[config.mk]
export PLATFORM = sky130hd
export DESIGN_NAME = frmDefectTop
export DESIGN_NICKNAME = d
export VERILOG_FILES = /design/src/rtl/frmDefectPkg.sv /design/src/rtl/frmDefectCtrl.sv /design/src/rtl/frmDefectRegs.sv /design/src/rtl/frmDefectTop.sv
export SDC_FILE = /design/constraint.sdc
export NUM_CORES = 1
export LEC_CHECK = 0
export BUFFER_PORTS_ARGS = -buffer_cell sky130_fd_sc_hd__buf_2
export CAP_MARGIN = 40
export CORE_MARGIN = 2
export CORE_UTILIZATION = 54
export DETAILED_ROUTE_END_ITERATION = 8
export HOLD_SLACK_MARGIN = 0.05
export PLACE_DENSITY = 0.89
export SYNTH_ARGS = -nofsm -noshare
export SYNTH_HDL_FRONTEND = slang
export SYNTH_SLANG_ARGS = --single-unit
export TNS_END_PERCENT = 30
[constraint.sdc]
create_clock -name clk -period 1.9 [get_ports clk]
set_clock_uncertainty 0.2 [all_clocks]
set_input_delay 0.095 -clock clk [delete_from_list [all_inputs] [get_ports clk]]
set_output_delay 0.095 -clock clk [all_outputs]
set_load 0.1 [all_outputs]
[src/rtl/frmDefectPkg.sv]
package frmDefectPkg;
  localparam int ADDR_W = 2;
  localparam int DATA_W = 8;

  localparam logic [ADDR_W-1:0] ADDR_STAT = 2'd0;
  localparam logic [ADDR_W-1:0] ADDR_INT  = 2'd1;
  localparam logic [ADDR_W-1:0] ADDR_EN   = 2'd2;

  localparam int BIT_LOS = 0;
  localparam int BIT_SEF = 1;
  localparam int BIT_LOF = 2;
  localparam int DEF_N   = 3;

  typedef struct packed {
    logic sefSet;
    logic sefClr;
    logic lofSet;
    logic lofClr;
  } defEvt_t;
endpackage

[src/rtl/frmDefectCtrl.sv]
module frmDefectCtrl
  import frmDefectPkg::*;
#(
  parameter int SEF_DECL_FRAMES = 4,
  parameter int SEF_CLR_FRAMES  = 2,
  parameter int LOF_FRAMES      = 24
) (
  input  logic    clk,
  input  logic    rstN,
  input  logic    frameStrobe,
  input  logic    alignOk,
  input  logic    sef,
  input  logic    lof,
  output defEvt_t evt
);
  localparam int BAD_W  = $clog2(SEF_DECL_FRAMES + 1);
  localparam int GOOD_W = $clog2(SEF_CLR_FRAMES + 1);
  localparam int TIM_W  = $clog2(LOF_FRAMES + 1);
  localparam logic [BAD_W-1:0]  BAD_LAST  = BAD_W'(SEF_DECL_FRAMES - 1);
  localparam logic [GOOD_W-1:0] GOOD_LAST = GOOD_W'(SEF_CLR_FRAMES - 1);
  localparam logic [TIM_W-1:0]  TIM_LAST  = TIM_W'(LOF_FRAMES - 1);

  logic [BAD_W-1:0]  badRun;
  logic [GOOD_W-1:0] goodRun;
  logic [TIM_W-1:0]  lofTimer;
  logic [TIM_W-1:0]  clrTimer;
  logic              inSefSpan;
  logic              outSefSpan;

  always_comb begin
    evt.sefSet = frameStrobe && !sef && !alignOk && (badRun == BAD_LAST);
    evt.sefClr = frameStrobe && sef && alignOk && (goodRun == GOOD_LAST);
    inSefSpan  = sef && !evt.sefClr;
    outSefSpan = !sef && !evt.sefSet;
    evt.lofSet = frameStrobe && inSefSpan && !lof && (lofTimer == TIM_LAST);
    evt.lofClr = frameStrobe && outSefSpan && lof && (clrTimer == TIM_LAST);
  end

  // Run counters for SEF entry and exit
  always_ff @(posedge clk or negedge rstN) begin
    if (!rstN) begin
      badRun  <= '0;
      goodRun <= '0;
    end else if (frameStrobe) begin
      if (!sef) begin
        goodRun <= '0;
        if (alignOk || badRun == BAD_LAST) badRun <= '0;
        else                               badRun <= badRun + 1'b1;
      end else begin
        badRun <= '0;
        if (!alignOk || goodRun == GOOD_LAST) goodRun <= '0;
        else                                  goodRun <= goodRun + 1'b1;
      end
    end
  end

  // Frame-count timers for LOF entry and exit (saturating)
  always_ff @(posedge clk or negedge rstN) begin
    if (!rstN) begin
      lofTimer <= '0;
      clrTimer <= '0;
    end else if (frameStrobe) begin
      if (inSefSpan) begin
        if (lofTimer != TIM_LAST) lofTimer <= lofTimer + 1'b1;
      end else begin
        lofTimer <= '0;
      end
      if (outSefSpan && lof) begin
        if (clrTimer != TIM_LAST) clrTimer <= clrTimer + 1'b1;
      end else begin
        clrTimer <= '0;
      end
    end
  end

  p_sef_set_from_clear_r2: assert property (@(posedge clk) disable iff (!rstN)
    evt.sefSet |=> sef);
  p_sef_clr_from_set_r3: assert property (@(posedge clk) disable iff (!rstN)
    evt.sefClr |=> !sef);
  p_bad_run_bound_r2: assert property (@(posedge clk) disable iff (!rstN)
    badRun <= BAD_LAST);
  p_no_count_without_strobe_r11: assert property (@(posedge clk) disable iff (!rstN)
    !frameStrobe |=> ($stable(badRun) && $stable(goodRun) && $stable(lofTimer)));
endmodule

[src/rtl/frmDefectRegs.sv]
module frmDefectRegs
  import frmDefectPkg::*;
(
  input  logic              clk,
  input  logic              rstN,
  input  defEvt_t           evt,
  input  logic              losIn,
  input  logic              busSel,
  input  logic              busWr,
  input  logic [ADDR_W-1:0] busAddr,
  input  logic [DATA_W-1:0] busWdata,
  output logic [DATA_W-1:0] busRdata,
  output logic              sef,
  output logic              lof,
  output logic              intN
);
  logic             losQ;
  logic [DEF_N-1:0] intStat;
  logic [DEF_N-1:0] intEn;
  logic [DEF_N-1:0] setVec;
  logic [DEF_N-1:0] statVec;
  logic             rdInt;
  logic             wrEn;

  always_comb begin
    rdInt   = busSel && !busWr && (busAddr == ADDR_INT);
    wrEn    = busSel && busWr && (busAddr == ADDR_EN);
    setVec  = '0;
    setVec[BIT_LOS] = losIn ^ losQ;
    setVec[BIT_SEF] = evt.sefSet | evt.sefClr;
    setVec[BIT_LOF] = evt.lofSet | evt.lofClr;
    statVec = '0;
    statVec[BIT_LOS] = losQ;
    statVec[BIT_SEF] = sef;
    statVec[BIT_LOF] = lof;
  end

  always_ff @(posedge clk or negedge rstN) begin
    if (!rstN) begin
      sef  <= 1'b0;
      lof  <= 1'b0;
      losQ <= 1'b0;
    end else begin
      losQ <= losIn;
      if (evt.sefSet)      sef <= 1'b1;
      else if (evt.sefClr) sef <= 1'b0;
      if (evt.lofSet)      lof <= 1'b1;
      else if (evt.lofClr) lof <= 1'b0;
    end
  end

  // A new event wins over the clear caused by a read in the same clock
  always_ff @(posedge clk or negedge rstN) begin
    if (!rstN) intStat <= '0;
    else       intStat <= setVec | (intStat & ~{DEF_N{rdInt}});
  end

  always_ff @(posedge clk or negedge rstN) begin
    if (!rstN)     intEn <= '0;
    else if (wrEn) intEn <= busWdata[DEF_N-1:0];
  end

  always_comb begin
    busRdata = '0;
    unique case (busAddr)
      ADDR_STAT: busRdata[DEF_N-1:0] = statVec;
      ADDR_INT:  busRdata[DEF_N-1:0] = intStat;
      ADDR_EN:   busRdata[DEF_N-1:0] = intEn;
      default:   busRdata = '0;
    endcase
  end

  assign intN = ~|(intStat & intEn);

  p_sef_edge_latched_r7: assert property (@(posedge clk) disable iff (!rstN)
    (sef != $past(sef)) |-> intStat[BIT_SEF]);
  p_lof_edge_latched_r7: assert property (@(posedge clk) disable iff (!rstN)
    (lof != $past(lof)) |-> intStat[BIT_LOF]);
  p_lof_rises_in_sef_r4: assert property (@(posedge clk) disable iff (!rstN)
    $rose(lof) |-> $past(sef));
  p_read_clears_r8: assert property (@(posedge clk) disable iff (!rstN)
    (rdInt && setVec == '0) |=> intStat == '0);
  p_reserved_zero_r6: assert property (@(posedge clk) disable iff (!rstN)
    busRdata[DATA_W-1:DEF_N] == '0);
  p_masked_quiet_r9: assert property (@(posedge clk) disable iff (!rstN)
    (intEn == '0) |-> intN);
endmodule

[src/rtl/frmDefectTop.sv]
module frmDefectTop
  import frmDefectPkg::*;
#(
  parameter int SEF_DECL_FRAMES = 4,
  parameter int SEF_CLR_FRAMES  = 2,
  parameter int LOF_FRAMES      = 24
) (
  input  logic              clk,
  input  logic              rstN,
  input  logic              frameStrobe,
  input  logic              alignOk,
  input  logic              losIn,
  input  logic              busSel,
  input  logic              busWr,
  input  logic [ADDR_W-1:0] busAddr,
  input  logic [DATA_W-1:0] busWdata,
  output logic [DATA_W-1:0] busRdata,
  output logic              intN
);
  defEvt_t evt;
  logic    sef;
  logic    lof;

  frmDefectCtrl #(
    .SEF_DECL_FRAMES(SEF_DECL_FRAMES),
    .SEF_CLR_FRAMES (SEF_CLR_FRAMES),
    .LOF_FRAMES     (LOF_FRAMES)
  ) uCtrl (
    .clk        (clk),
    .rstN       (rstN),
    .frameStrobe(frameStrobe),
    .alignOk    (alignOk),
    .sef        (sef),
    .lof        (lof),
    .evt        (evt)
  );

  frmDefectRegs uRegs (
    .clk     (clk),
    .rstN    (rstN),
    .evt     (evt),
    .losIn   (losIn),
    .busSel  (busSel),
    .busWr   (busWr),
    .busAddr (busAddr),
    .busWdata(busWdata),
    .busRdata(busRdata),
    .sef     (sef),
    .lof     (lof),
    .intN    (intN)
  );
endmodule

; Yosys cells after proc, flatten, opt, wreduce, memory -nomap -nowiden
; Index checks and enable logic that the tools add are counted.
[word_totals]
out_inout_bits = 9
input_bits = 17
ff_bits = 24
elab_cells = 77
[classes]
n_reduce_logical = 34
n_eq_ne = 10
n_bitwise = 7
mux = 13
n_addsub = 4
[ops]
columns = operator, n
row1 = 5-bit two-way mux, 4
row2 = 1-bit logical AND, 19
row3 = 5-bit by 1-bit adder with 5-bit output (second input constant), 2
row4 = 5-bit equality test (second input constant), 2
row5 = 5-bit != test (second input constant), 2
row6 = 3-bit one-hot mux with 3 select lines, 1
row7 = 1-bit zero test, 7
row8 = 3-bit bitwise AND, 2
row9 = 3-bit two-way mux, 2
row10 = 2-bit by 1-bit equality test with 1-bit output (second input constant), 2
row11 = 1-bit two-way mux, 4
row12 = 2-bit two-way mux, 2
row13 = 2-bit != test (second input constant), 2
row14 = 2-bit AND reduction, 2
row15 = 2-bit nonzero test, 2
row16 = 3-bit by 1-bit adder with 3-bit output (second input constant), 1
row17 = 3-bit by 2-bit equality test with 1-bit output (second input constant), 1
row18 = 3-bit NOT, 1
row19 = 3-bit bitwise OR, 1
row20 = 3-bit OR reduction, 1
row21 = 2-bit by 1-bit adder with 2-bit output (second input constant), 1
row22 = 2-bit equality test (second input constant), 1
row23 = 2-bit zero test, 1
row24 = 1-bit logical OR, 2
row25 = 2 further kinds, 3

; Depth between registers and ports, before layout
[depth]
depth_word = 11
depth_mapped = 6

; Modules after synthesis
; Synthesis repeated with hierarchy kept, for this count alone.
[unflattened]
hier_cells = 128
area_unflattened_um2 = 1361.3
[by_module_without_submodules]
columns = mod, n_inst, seq_area_each_um2, cells_each, area_each_um2
row1 = frmDefectCtrl, 1, 375.4, 91, 874.6
row2 = frmDefectRegs, 1, 225.2, 37, 486.7

; Least setup slack after synthesis
; OpenSTA, ideal clock, no wires.
[synth_path]
path_type = reg2out
start = register uRegs.intEn[2]
end = output port intN
t_required_ps = 1605
stages_incl_launch_ff = 2
t_arrival_ps = 2798
slack_ps = -1193
path_buffers = 0
path_cell_list = dfrtp_1 a222oi_1
[synth_via]
elab_chain_len = 3
[synth_lines]
columns = element, line_no
row1 = from (decl), frmDefectRegs.sv:19  ; logic [DEF_N-1:0] intEn;
row2 = from (signal assigned), frmDefectRegs.sv:60  ; else if (wrEn) intEn <= busWdata[DEF_N-1:0];
row3 = 3-bit bitwise AND, frmDefectRegs.sv:73  ; assign intN = ~|(intStat & intEn);
row4 = 3-bit OR reduction, frmDefectRegs.sv:73
row5 = 1-bit zero test, frmDefectRegs.sv:73
row6 = to (decl), frmDefectTop.sv:18  ; output logic intN
; Every way passes these cells.

; Worst setup path after layout
[layout_path]
start = register uRegs.intStat[2]
end = output port intN
[layout_via]
elab_chain_len = 3
[layout_lines]
columns = element, line_no
row1 = from (decl), frmDefectRegs.sv:18  ; logic [DEF_N-1:0] intStat;
row2 = from (signal assigned), frmDefectRegs.sv:55  ; else intStat <= setVec | (intStat & ~{DEF_N{rdInt}});
row3 = 3-bit bitwise AND, frmDefectRegs.sv:73
row4 = 3-bit OR reduction, frmDefectRegs.sv:73
row5 = 1-bit zero test, frmDefectRegs.sv:73
; Every way passes these cells.

==> results.sh <==
export IMPL_drv_cap=0
export IMPL_muxShareOfSynthArea=0.0701
export IMPL_seqCellArea_um2=601
export IMPL_io_buffers=15
export IMPL_insertion_delay_ns=0.32
export IMPL_max_stage_delay_ns=0.43
export IMPL_synthAdderAreaFrac=0.0449
export IMPL_drtIter0Drc=18
export IMPL_vias=1082
export IMPL_slowest_stage="dfrtp_1"
export IMPL_yosys_area_share_simple=0.181
export IMPL_hold_slack_ns=0.0628
export IMPL_internal_power_mw=0.901
export IMPL_nets=182
export IMPL_setup_viol=0
export IMPL_reg2reg_depth=5
export IMPL_end_kind="output pin"
export IMPL_area_growth_pct=15.7
export IMPL_grt_pass1_vias=1032
export IMPL_final_antenna_net_count=0
export IMPL_drt_pass1_iter_count=4
export IMPL_fp_row_count=18
export IMPL_slew_headroom=0.658
export IMPL_hpwl_um=1830
export IMPL_multi_input_area_um2=697
export IMPL_num_fill_cells=197
export IMPL_cp_max_fo=3
export IMPL_synth_edf_count=0
export IMPL_place_ws_ns=0.0275
export IMPL_drive_gt1_frac=0.208
export IMPL_hold_viol_final=0
export IMPL_p_per_area_nw_per_um2=915
export IMPL_min_path_type="primary input to async pin"
export IMPL_overflow=0
export IMPL_synth_top_area_share=0.431
export IMPL_ir_worst_vdd_uv=601
export IMPL_route_detailed_drc=0
export IMPL_synthFlopType="dfrtp_1"
export IMPL_r2r_slack_ns=0.13
export IMPL_wl_per_cell_um=13.8
export IMPL_grt_pass1_wl_um=4260
export IMPL_synth_top_family_by_area="simple AND/OR/NAND/NOR gates"
export IMPL_synth_largest_area_cell="dfrtp_1"
export IMPL_initial_core_util=0.567
export IMPL_fin_crit_sh=0.945
export IMPL_grt_start_max_net_pins=26
export IMPL_combinationalPowerShare=0.356
export IMPL_core_um2=2450
export IMPL_fin_crit_ns=1.80
export IMPL_synth_compound_area_frac=0.181
export IMPL_finalWirelength_um=2610
export IMPL_r2r_start="uCtrl.badRun[0]"
export IMPL_status="finished clean"
export IMPL_syn_cell_area_um2=1390
export IMPL_worstMarginPinSlew_ns=0.513
export IMPL_pin_count=26
export IMPL_synth_xor_area_frac=0.00629
export IMPL_cts_sinks=24
export IMPL_synth_avg_cell_area_um2=10.4
export IMPL_post_cts_setup_buffers=0
export IMPL_rsz0062_at_grt="false"
export IMPL_place_gp_congestion=0.756
export IMPL_power_share_clock=0.184
export IMPL_slew_violations=0
export IMPL_path_cells="a222oi_1 > clkbuf_4"
export IMPL_r2r_end="uCtrl.clrTimer[0]"
export IMPL_startpoint_type="flop"
export IMPL_die_w_um=54.8
export IMPL_fin_ws_ns=0.104
export IMPL_ys_ff_latch=24
export IMPL_antenna_found_initial=0
export IMPL_fp_dieH_um=54.8
export IMPL_cp_arrival_ns=1.50
export IMPL_sw_frac_of_total=0.389
export IMPL_yosysSeqAreaShare=0.431
export IMPL_cts_inserted_buffers=3
export IMPL_power_static_leakage_nw=0.734
export IMPL_switchingPower_mw=0.573
export IMPL_netlist_instances=134
export IMPL_h_tree_depth=1
export IMPL_setup_tns_ns=0
export IMPL_finish_utilization=0.656
export IMPL_cts_root_buf="clkbuf_4"
export IMPL_power_frac_seq=0.460
export IMPL_cts_tree="built"
export IMPL_grt_total_usage=0.199
export IMPL_clock_path_buffers=2
export IMPL_crit_type="flop to output pin"
export IMPL_synth_warnings=0
export IMPL_viasPerCell=5.72
export IMPL_n_antenna_cell=0
export IMPL_fmaxAchievable_mhz=557
export IMPL_synthDistinctLibCells=43
export IMPL_dieArea_um2=3000
export IMPL_cp_data_required_time_ns=1.60
export IMPL_path_clk_slew_ns=0.13
export IMPL_synth_area_top_cells="dfrtp_1 (43%), mux2_2 (4.9%), ha_1 (4.5%)"
export IMPL_async_flop_share=1.00
## power groups by stage
stage	Sequential (mW)	Combinational, mW	Clock, mW
after floorplan	0.656	0.428	0
after global placement	0.678	0.463	0
after detailed placement	0.687	0.481	0
after CTS	0.678	0.519	0.274
after global routing	0.691	0.574	0.287
final	0.678	0.525	0.271
## worst max path at each step
stage | startpoint | end | slack (ns)
after CTS | uCtrl.badRun[0] | uRegs.intStat[2] | 0.01
final | uRegs.intStat[2] | intN | 0.10
after detailed placement | uCtrl.badRun[0] | uRegs.intStat[2] | 0.03
after global routing | uCtrl.badRun[0] | uCtrl.clrTimer[4] | 0.01
after floorplan | uRegs.intEn[2] | intN | -1.19
after global placement | uCtrl.badRun[0] | uRegs.intStat[2] | 0.11
## worst max-delay path, delay by kind of cell (launching register included)
kind	cells	cell delay, ns
buf+inv	1	0.40
compound gates	1	0.35
flops	1	0.43
## cells in the final DEF (no fill, tap or decap), drive strengths merged, types with 2 or more instances in the layout
cell and count:
clkbuf 6, o31ai 3, mux2 6, conb 5, a21oi 7, a22o 4
dfrtp 24, nand2b 4, a31oi 2, nor2b 4, dlygate4sd3 13, nor4b 3
o21ai 10, ha 5, nor2 3, buf 13, inv 8, nor3 2
nand3b 2, mux2i 3, and3 2, o2bb2ai 2, nand2 8, nand3 6
a221o 2
## flip-flops by register name, indices dropped and copies added, names as in the netlist
signal	count
uCtrl.lofTimer	5
uRegs.intEn	3
uCtrl.goodRun	2
uRegs.losQ	1
uCtrl.badRun	3
uRegs.sef	1
uRegs.intStat	3
uCtrl.clrTimer	5
uRegs.lof	1
## routing by layer
| layer | vias to the layer above | track usage | share of wire |
|---|---|---|---|
| met4 | 0 | 0.0667 | 0.010 |
| met2 | 29 | 0.367 | 0.51 |
| met1 | 522 | 0.233 | 0.43 |
| met3 | 5 | 0.0301 | 0.045 |
| met5 | - | 0 | 0 |
| li1 | 526 | - | - |
## metrics by stage
| stage | area (µm²) | total power, mW | cells |
|---|---|---|---|
| global route | 1610 | 1.55 | 189 |
| detailed placement | 1440 | 1.17 | 172 |
| global placement | 1440 | 1.14 | 172 |
| finish | 1610 | 1.47 | 189 |
| floorplan | 1410 | 1.08 | 138 |
| CTS | 1600 | 1.47 | 189 |
## logic make-up (layout without fill, tap and decap cells)
logic type | count (synthesis) | count (layout)
buf+inv | 19 | 40
mux | 9 | 9
simple gates | 39 | 39
fa+ha+maj | 5 | 5
flops | 24 | 24
other cells | 1 | 5
xor+xnor | 1 | 1
compound gates | 36 | 36
## what timing repair did
action | 4_1_cts | 5_1_grt
setup endpoints to repair | 0 | 7
endpoints found under the hold margin | 40 | 0
hold buffers | 13 | 0
resized for setup | 0 | 3
## final cells by class
class / instances / area share
repair buffers: 28 / 0.130
clock buffers: 4 / 0.0225
flip-flops and latches: 24 / 0.373
multi-input cells: 95 / 0.432
inverters: 8 / 0.0186
well taps: 30 / 0.0233
## cell usage after synthesis, drive strengths merged (2+ instances only)
cell type / count
nor4b: 3
nor3: 2
nand3: 6
a31oi: 2
ha: 5
mux2: 6
nor2b: 4
a221o: 2
and3: 2
mux2i: 3
a22o: 4
buf: 10
dfrtp: 24
nand3b: 2
inv: 8
o31ai: 3
nand2b: 4
o21ai: 10
a21oi: 7
nand2: 8
nor2: 3
o2bb2ai: 2
No activity file was read; power rests on OpenSTA's default activity.
